**config.mk**
```make
export PLATFORM = sky130hd
export DESIGN_NAME = mbm_master
export DESIGN_NICKNAME = d
export VERILOG_FILES = /design/src/rtl/mbm_pkg.sv /design/src/rtl/mbm_timer.sv /design/src/rtl/mbm_regs.sv /design/src/rtl/mbm_sequencer.sv /design/src/rtl/mbm_master.sv
export SDC_FILE = /design/constraint.sdc
export NUM_CORES = 1
export LEC_CHECK = 0
export BUFFER_PORTS_ARGS = -buffer_cell sky130_fd_sc_hd__buf_2
export CAP_MARGIN = 20
export CORE_ASPECT_RATIO = 1.2
export CORE_MARGIN = 2
export CORE_UTILIZATION = 30
export DETAILED_ROUTE_END_ITERATION = 12
export HOLD_SLACK_MARGIN = 0.1
export PLACE_DENSITY_LB_ADDON = 0.3
export SLEW_MARGIN = 25
export SYNTH_ARGS = -nofsm -noshare
export SYNTH_HDL_FRONTEND = slang
export SYNTH_SLANG_ARGS = --single-unit
```
**constraint.sdc**
```tcl
create_clock -name clk -period 2.5 [get_ports clk]
set_input_delay 0.125 -clock clk [delete_from_list [all_inputs] [get_ports clk]]
set_output_delay 0.125 -clock clk [all_outputs]
set_load 0.03 [all_outputs]
```
**src/rtl/mbm_pkg.sv**
```systemverilog
package mbm_pkg;

  localparam int DW    = 32;
  localparam int SA_W  = 8;
  localparam int OFF_W = 12;

  // host register select (host_addr[3:2])
  localparam logic [1:0] SEL_CTRL  = 2'd0;
  localparam logic [1:0] SEL_WDATA = 2'd1;
  localparam logic [1:0] SEL_TMO   = 2'd2;
  localparam logic [1:0] SEL_RDATA = 2'd3;

  // command word bit positions
  localparam int B_START = 31;
  localparam int B_TOUT  = 30;
  localparam int B_SERR  = 29;
  localparam int B_BUSY  = 28;
  localparam int B_DIR   = 20;
  localparam int B_SA_LO = 12;

  typedef struct packed {
    logic             we;
    logic [SA_W-1:0]  sa;
    logic [OFF_W-1:0] off;
  } mbm_cmd_t;

  typedef enum logic {ST_IDLE = 1'b0, ST_WAIT = 1'b1} mbm_state_t;

  function automatic mbm_cmd_t cmd_decode(input logic [DW-1:0] w);
    mbm_cmd_t c;
    c.we  = w[B_DIR];
    c.sa  = w[B_SA_LO +: SA_W];
    c.off = w[OFF_W-1:0];
    return c;
  endfunction

  function automatic logic [DW-1:0] ctrl_word(input logic start, input logic tout,
                                              input logic serr, input logic busy,
                                              input mbm_cmd_t c);
    logic [DW-1:0] w;
    w = '0;
    w[B_START] = start;
    w[B_TOUT]  = tout;
    w[B_SERR]  = serr;
    w[B_BUSY]  = busy;
    w[B_DIR]   = c.we;
    w[B_SA_LO +: SA_W] = c.sa;
    w[OFF_W-1:0] = c.off;
    return w;
  endfunction

  function automatic logic [1:0] reg_sel(input logic [3:0] byte_addr);
    return byte_addr[3:2];
  endfunction

endpackage

```
**src/rtl/mbm_timer.sv**
```systemverilog
module mbm_timer #(
  parameter int TMO_W = 16
) (
  input  logic             clk,
  input  logic             rst_n,
  input  logic             load,
  input  logic [TMO_W-1:0] tmo_val,
  input  logic             run,
  input  logic             resp,
  output logic             expire
);

  localparam logic [TMO_W-1:0] ONE = TMO_W'(1);

  logic [TMO_W-1:0] cnt_q;
  logic             armed_q;

  assign expire = run && armed_q && !resp && (cnt_q == ONE);

  always_ff @(posedge clk or negedge rst_n) begin
    if (!rst_n) begin
      cnt_q   <= '0;
      armed_q <= 1'b0;
    end else if (load) begin
      cnt_q   <= tmo_val;
      armed_q <= |tmo_val;
    end else if (run && armed_q && !resp && !expire) begin
      cnt_q <= cnt_q - ONE;
    end
  end

  // an armed count never reaches zero while waiting
  p_cnt_live_r7: assert property (@(posedge clk) disable iff (!rst_n)
    run && armed_q |-> cnt_q != '0);

  // expiry ends the wait on the next cycle
  p_expire_ends_r7: assert property (@(posedge clk) disable iff (!rst_n)
    expire |=> !run);

endmodule

```
**src/rtl/mbm_regs.sv**
```systemverilog
module mbm_regs
  import mbm_pkg::*;
#(
  parameter int TMO_W = 16
) (
  input  logic             clk,
  input  logic             rst_n,
  input  logic             host_we,
  input  logic [1:0]       host_sel,
  input  logic [DW-1:0]    host_wdata,
  input  logic             busy,
  input  logic             rd_capture,
  input  logic [DW-1:0]    rd_value,
  input  logic [DW-1:0]    ctrl_rb,
  output logic [DW-1:0]    wdata_q,
  output logic [TMO_W-1:0] tmo_q,
  output logic [DW-1:0]    rdata_q,
  output logic [DW-1:0]    host_rdata
);

  logic wr_wdata, wr_tmo;

  assign wr_wdata = host_we && !busy && (host_sel == SEL_WDATA);
  assign wr_tmo   = host_we && !busy && (host_sel == SEL_TMO);

  always_ff @(posedge clk or negedge rst_n) begin
    if (!rst_n) begin
      wdata_q <= '0;
      tmo_q   <= '0;
      rdata_q <= '0;
    end else begin
      if (wr_wdata)   wdata_q <= host_wdata;
      if (wr_tmo)     tmo_q   <= host_wdata[TMO_W-1:0];
      if (rd_capture) rdata_q <= rd_value;
    end
  end

  always_comb begin
    unique case (host_sel)
      SEL_CTRL:  host_rdata = ctrl_rb;
      SEL_WDATA: host_rdata = wdata_q;
      SEL_TMO:   host_rdata = DW'(tmo_q);
      default:   host_rdata = rdata_q;
    endcase
  end

  // configuration is frozen while a transaction runs
  p_cfg_frozen_r9: assert property (@(posedge clk) disable iff (!rst_n)
    busy |=> $stable(wdata_q) && $stable(tmo_q));

  // read data changes only on a capture
  p_rd_keep_r5: assert property (@(posedge clk) disable iff (!rst_n)
    !rd_capture |=> $stable(rdata_q));

endmodule

```
**src/rtl/mbm_sequencer.sv**
```systemverilog
module mbm_sequencer
  import mbm_pkg::*;
(
  input  logic          clk,
  input  logic          rst_n,
  input  logic          cmd_wr,
  input  logic [DW-1:0] cmd_word,
  input  logic          ack,
  input  logic          err,
  input  logic          expire,
  output logic          busy,
  output logic          req,
  output mbm_cmd_t      cmd_q,
  output logic          flag_to,
  output logic          flag_serr,
  output logic          launch,
  output logic          resp,
  output logic          rd_capture
);

  mbm_state_t state_q;

  assign busy       = (state_q == ST_WAIT);
  assign req        = busy;
  assign launch     = cmd_wr && cmd_word[B_START] && !busy;
  assign resp       = busy && (ack || err);
  assign rd_capture = resp && !err && !cmd_q.we;

  always_ff @(posedge clk or negedge rst_n) begin
    if (!rst_n) begin
      state_q   <= ST_IDLE;
      cmd_q     <= '0;
      flag_to   <= 1'b0;
      flag_serr <= 1'b0;
    end else if (launch) begin
      state_q   <= ST_WAIT;
      cmd_q     <= cmd_decode(cmd_word);
      flag_to   <= 1'b0;
      flag_serr <= 1'b0;
    end else if (resp) begin
      state_q   <= ST_IDLE;
      flag_serr <= err;
    end else if (expire) begin
      state_q   <= ST_IDLE;
      flag_to   <= 1'b1;
    end
  end

  p_launch_r2: assert property (@(posedge clk) disable iff (!rst_n)
    launch |=> req && busy);

  p_req_hold_r3: assert property (@(posedge clk) disable iff (!rst_n)
    req && !resp && !expire |=> req && $stable(cmd_q));

  p_done_r4: assert property (@(posedge clk) disable iff (!rst_n)
    resp |=> !busy && !req);

  p_serr_r6: assert property (@(posedge clk) disable iff (!rst_n)
    resp && err |=> flag_serr && !flag_to);

  p_timeout_r7: assert property (@(posedge clk) disable iff (!rst_n)
    expire |=> flag_to && !req);

  p_ignore_busy_r9: assert property (@(posedge clk) disable iff (!rst_n)
    busy && cmd_wr && !resp && !expire |=> busy && $stable(cmd_q));

  p_flags_sticky_r10: assert property (@(posedge clk) disable iff (!rst_n)
    !busy && !launch |=> $stable(flag_to) && $stable(flag_serr));

  p_launch_clears_r10: assert property (@(posedge clk) disable iff (!rst_n)
    launch |=> !flag_to && !flag_serr);

endmodule

```
**src/rtl/mbm_master.sv**
```systemverilog
module mbm_master
  import mbm_pkg::*;
#(
  parameter int TMO_W = 16
) (
  input  logic        clk,
  input  logic        rst_n,
  input  logic        host_we,
  input  logic [3:0]  host_addr,
  input  logic [31:0] host_wdata,
  output logic [31:0] host_rdata,
  output logic        bus_req,
  output logic        bus_we,
  output logic [7:0]  bus_addr,
  output logic [11:0] bus_off,
  output logic [31:0] bus_wdata,
  input  logic        bus_ack,
  input  logic        bus_err,
  input  logic [31:0] bus_rdata
);

  logic [1:0]       sel;
  logic             cmd_wr;
  logic             busy, flag_to, flag_serr, launch, resp, rd_capture, expire;
  mbm_cmd_t         cmd_q;
  logic [DW-1:0]    wdata_q, rdata_q, ctrl_rb;
  logic [TMO_W-1:0] tmo_q;

  assign sel     = reg_sel(host_addr);
  assign cmd_wr  = host_we && (sel == SEL_CTRL);
  assign ctrl_rb = ctrl_word(busy, flag_to, flag_serr, busy, cmd_q);

  mbm_sequencer u_seq (
    .clk        (clk),
    .rst_n      (rst_n),
    .cmd_wr     (cmd_wr),
    .cmd_word   (host_wdata),
    .ack        (bus_ack),
    .err        (bus_err),
    .expire     (expire),
    .busy       (busy),
    .req        (bus_req),
    .cmd_q      (cmd_q),
    .flag_to    (flag_to),
    .flag_serr  (flag_serr),
    .launch     (launch),
    .resp       (resp),
    .rd_capture (rd_capture)
  );

  mbm_timer #(.TMO_W(TMO_W)) u_tmr (
    .clk     (clk),
    .rst_n   (rst_n),
    .load    (launch),
    .tmo_val (tmo_q),
    .run     (busy),
    .resp    (resp),
    .expire  (expire)
  );

  mbm_regs #(.TMO_W(TMO_W)) u_regs (
    .clk        (clk),
    .rst_n      (rst_n),
    .host_we    (host_we),
    .host_sel   (sel),
    .host_wdata (host_wdata),
    .busy       (busy),
    .rd_capture (rd_capture),
    .rd_value   (bus_rdata),
    .ctrl_rb    (ctrl_rb),
    .wdata_q    (wdata_q),
    .tmo_q      (tmo_q),
    .rdata_q    (rdata_q),
    .host_rdata (host_rdata)
  );

  assign bus_we    = cmd_q.we;
  assign bus_addr  = cmd_q.sa;
  assign bus_off   = cmd_q.off;
  assign bus_wdata = wdata_q;

  // nothing is requested straight out of reset
  p_reset_idle_r1: assert property (@(posedge clk)
    !rst_n |=> !bus_req);

  // outgoing data is steady while the request waits
  p_wdata_hold_r3: assert property (@(posedge clk) disable iff (!rst_n)
    bus_req && !resp && !expire |=> $stable(bus_wdata));

endmodule

```
[Yosys cells after proc, flatten, opt, wreduce, memory -nomap -nowiden]
Index checks and enable logic that the tools add are counted.
Operators by class
  add/subtract/negate cells: 1
  eq/ne operators: 4
  multiplexer cells: 11
  reductions and logical operators: 26
Operator list (count)
  32-bit case mux with 3 select lines: 1
  16-bit two-way mux: 2
  16-bit by 1-bit == test with 1-bit output, second input constant: 1
  16-bit OR reduction: 1
  16-bit by 1-bit subtractor with 16-bit output, second input constant: 1
  1-bit logical AND: 13
  1-bit two-way mux: 8
  2-bit nonzero test: 3
  1-bit zero test: 5
  3-bit nonzero test: 1
  2-bit by 1-bit == test with 1-bit output, second input constant: 1
  2-bit == test, second input constant: 1
  2-bit zero test: 1
  2-bit != test, second input constant: 1
  2-bit AND reduction: 1
  1-bit logical OR: 1
Storage, ports and cells
  flip-flop bits (word level): 121
  input port bits: 73
  output and inout bits: 86
  logic and storage cells: 53

[Depth between registers and ports, before layout]
  word-level depth: 9
  mapped depth: 8

[Hierarchy]
From an unflattened synthesis, not the netlist that was laid out.
Second synthesis, totals
  cells, all modules: 425
  area total of the unflattened synthesis: 6125.9 µm²
Modules (own cells, without submodules)
  mbm_regs: instances 1, cells each 231, area an instance 3932.5 µm²
  mbm_timer: instances 1, cells each 131, area an instance 1146.1 µm²
  mbm_sequencer: instances 1, cells each 61, area an instance 1031.0 µm²
  mbm_master: instances 1, cells each 2, area an instance 16.3 µm²

[Least setup slack after synthesis]
No wires, ideal clock.
  path kind: reg2reg
  start point: register u_seq.state_q (netlist: u_seq.busy)
  end point: register u_tmr.cnt_q[10]
  setup time: 0.131 ns
  arrival: 1.829 ns
  path slack: 0.541 ns
  stages on the path, launching flop included: 7
  path buffers: 1
  period minus slack after synthesis: 1.959 ns
  path through: dfrtp_1 -> inv_2 -> nor4b_4 -> o21ai_2 -> buf_4 -> o311ai_1 -> nand3_1
On the way
  word-level cells in the longest chain between the ends: 7
RTL lines
  start: declaration: RTL line mbm_sequencer.sv:21  | mbm_state_t state_q;
  start signal: assignment: RTL line mbm_sequencer.sv:31  | state_q <= ST_IDLE;
  start signal: assignment: RTL line mbm_sequencer.sv:36  | state_q <= ST_WAIT;
  start signal: assignment: RTL line mbm_sequencer.sv:41  | state_q <= ST_IDLE;
  1-bit logical AND: RTL line mbm_sequencer.sv:26  | assign resp = busy && (ack || err);
  1-bit zero test: RTL line mbm_timer.sv:18, mbm_timer.sv:27
  1-bit logical AND: RTL line mbm_timer.sv:18, mbm_timer.sv:27
  1-bit logical AND: RTL line mbm_timer.sv:18  | assign expire = run && armed_q && !resp && (cnt_q == ONE);
  1-bit zero test: RTL line mbm_timer.sv:27  | end else if (run && armed_q && !resp && !expire) begin
  1-bit logical AND: RTL line mbm_timer.sv:27
  2-bit nonzero test (no line)
  end signal: assignment: RTL line mbm_timer.sv:25  | cnt_q <= tmo_val;
  end signal: assignment: RTL line mbm_timer.sv:28  | cnt_q <= cnt_q - ONE;
  end: declaration: RTL line mbm_timer.sv:15  | logic [TMO_W-1:0] cnt_q;
Parallel ways exist; a longest one is shown, timed or not.
A chain may end at the register's enable or synchronous reset.

[Worst setup path in the final report]
  start point: register u_seq.state_q (netlist: u_seq.busy)
  end point: register u_seq.state_q (netlist: u_seq.busy)
On the way
  word-level cells in the longest chain between the ends: 5
RTL lines (RTL line)
  1-bit logical AND: mbm_sequencer.sv:26
  1-bit zero test: mbm_timer.sv:18
  1-bit logical AND (2 in a row): mbm_timer.sv:18
  3-bit nonzero test (no line)
Parallel ways exist; a longest one is shown, timed or not.

==> results.yml <==
outcome:
  status: "completed"
placement:
  hpwl_um: 10900
  io_buffers: 156
  placed_area_um2: 6810
  dp_cells: 847
  place_congestion: 0.788
floorplanning:
  dieArea_um2: 20000
  pin_count: 159
  initial_core_util: 0.303
  die_width_um: 130
  core_area_um2: 18700
  num_rows: 55
  fp.dieH_um: 155
synth:
  synth_seq_cells: 121
  synth_top_family_by_area: "multiplexers"
  synth_compound_area_frac: 0.0595
  synth_area_leaders: "dfrtp_1 (53%), mux2_2 (17%), mux4_2 (6.3%), nand2_1 (5.6%), mux2i_1 (1.4%)"
  synth-simple-area-share: 0.119
  syn-num-nets: 522
  synth_top_area_frac: 0.534
  synth_edf_count: 0
  syn-cell-area_um2: 5680
  yosys_warnings: 0
  ys_types: 51
  yosysSeqAreaShare: 0.534
  synth_ff_type: "dfrtp_1"
  synth-adder-area-share: 0.00441
  syn_avg_cell_area_um2: 12.7
  syn-instance-count: 447
  async_reset_ff_frac: 1.00
  synth.mux.area_fraction: 0.254
  synth-xor-area-share: 0.00463
  yosys.area.top_type: "dfrtp_1"
cells_and_area:
  n_antenna_cell: 0
  final_common_cell: "buf_2"
  final-seq-area_um2: 3030
  final_area_um2: 8040
  drive_above_1_share: 0.465
  synthToLayoutAreaGrowth_pct: 41.6
  multiInputGateArea_um2: 2530
  final_cell_mix: "buf_2 (155), dfrtp_1 (121), mux2_2 (88)"
  final_cells: 946
  n_fill_cell: 1797
  final_util: 0.429
  nets: 753
detailed_routing:
  wl_um: 16100
  drtPass1Iterations: 4
  ant_nets: 0
  first_iter_violations: 185
  drc: 0
  viasPerCell: 4.74
  wl_per_cell_um: 17.0
  vias: 4481
setup_path:
  cp_max_fo: 7
  cp-start-kind: "register"
  crit_type: "reg2reg"
  crit_arrival_ns: 2.60
  cp.required_ns: 2.79
  cp-end-kind: "register"
cts:
  insertion_delay_ns: 0.41
  cts-buffers-inserted: 17
  htreeDepth: 4
  ctsLongestPathBuffers: 2
  path_clk_slew_ns: 0.06
  clock-sinks: 121
  clockRootBuffer: "clkbuf_16"
  cts_tree: "done"
grt:
  grt-ovfl-total: 0
  grt_max_degree: 51
  antenna_found_initial: 0
  grt_pass1_vias: 4864
  grt_use_total: 0.168
  grt_first_pass_wirelength_um: 25800
timing:
  final.setup.tns_ns: 0
  post-route-period-util: 0.924
  hold_viol: 0
  min_period_ns: 2.31
  maxSlewHeadroom: 0.538
  fmax_mhz: 433
  setup_violations: 0
  worstMarginPinSlew_ns: 0.693
  skew_ns: 0.00772
  rsz0062_at_grt: "false"
  slew_violations: 0
power:
  leakagePower_nw: 3.73
  ir_drop_uv: 432
  power_density_nw_per_um2: 887
hold_path:
  hold_class: "in2async"
run:
  maxCapViolations: 0
==> sequential cells by signal (all words and copies together), names as in the netlist <==
register and cells:
u_tmr.cnt_q 16, u_regs.wdata_q 32, u_regs.tmo_q 16, u_seq.busy 1
u_tmr.armed_q 1, u_regs.rdata_q 32, u_seq.cmd_q 21, u_seq.flag_serr 1
u_seq.flag_to 1
==> cell families (layout without fill, tap and decap cells) <==
logic type	Yosys count	count (layout)
compound gates	39	39
xor+xnor	3	3
fa+ha+maj	2	2
buf+inv	32	275
flops	121	121
mux	113	113
simple gates	137	137
==> cell type report <==
cell class	instances	area share
well taps	256	0.0398
inverters	5	0.00233
flip-flops and latches	121	0.377
clock inverters	9	0.00934
multi-input cells	294	0.315
repair buffers	239	0.199
clock buffers	22	0.0577
==> cell usage after synthesis (all sizes together), types with 4 or more instances <==
cell / n
dfrtp: 121
mux2: 89
nand2: 84
buf: 16
mux4: 16
clkbuf: 11
nor2: 11
a22o: 9
mux2i: 8
nand3: 8
nor2b: 8
o211ai: 7
o311ai: 6
inv: 5
nor4: 5
o21ai: 5
nor3: 4
or4: 4
==> report_power, final <==
group | internal [mW] | total, mW | switching, mW
Sequential | 2.43 | 2.83 | 0.395
Clock | 1.40 | 2.26 | 0.861
Combinational | 0.881 | 2.04 | 1.16
Total | 4.71 | 7.13 | 2.42
==> worst paths after layout <==
| kind | startpoint | to | slack [ns] | depth (start not counted) |
|---|---|---|---|---|
| worst max-delay path | u_seq.busy | u_seq.busy | 0.19 | 5 |
| worst min-delay path | rst_n | u_seq.cmd_q[12] | 0.12 | 2 |
| worst max register to register | u_seq.busy | u_seq.busy | 0.19 | 5 |
| worst min register to register | u_tmr.armed_q | u_tmr.armed_q | 0.48 | 2 |
| max in group asynchronous | rst_n | u_seq.cmd_q[17] | 1.73 | 3 |
| min in group clk | host_we | u_seq.cmd_q[18] | 0.29 | 5 |
==> what timing repair did <==
item / in CTS / in global routing
gates resized for setup: 0 / 1
endpoints found under the hold margin: 224 / 0
setup endpoints to repair: 0 / 1
buffers inserted: 0 / 0
hold buffers: 68 / 0
==> stage by stage <==
| stage | power [mW] | hold slack (ns) | setup slack, ns |
|---|---|---|---|
| after global placement | 4.77 | 0.00879 | 0.313 |
| final | 7.13 | 0.118 | 0.191 |
| after global routing | 7.50 | 0.123 | 0.0797 |
| after CTS | 7.22 | 0.109 | 0.110 |
| after floorplan | 4.18 | -0.171 | 0.541 |
| after detailed placement | 4.84 | 0.00995 | 0.254 |
==> critical path: stages, from the launching register on <==
cell and delay (ns):
dfrtp_1 0.50, inv_2 0.12, nor4b_4 0.56, nor3b_2 0.35, o41ai_1 0.09, dlygate4sd3_1 0.57
==> layer usage <==
layer	up-vias	global-route usage	share of wire	routed length, µm
li1	2084	-	-	-
met2	124	0.288	0.52	8340
met5	-	0	0	0
met3	20	0.0450	0.042	681
met1	2253	0.199	0.42	6670
met4	0	0.0696	0.023	363
Note: power is estimated with default switching activity, not from simulation.
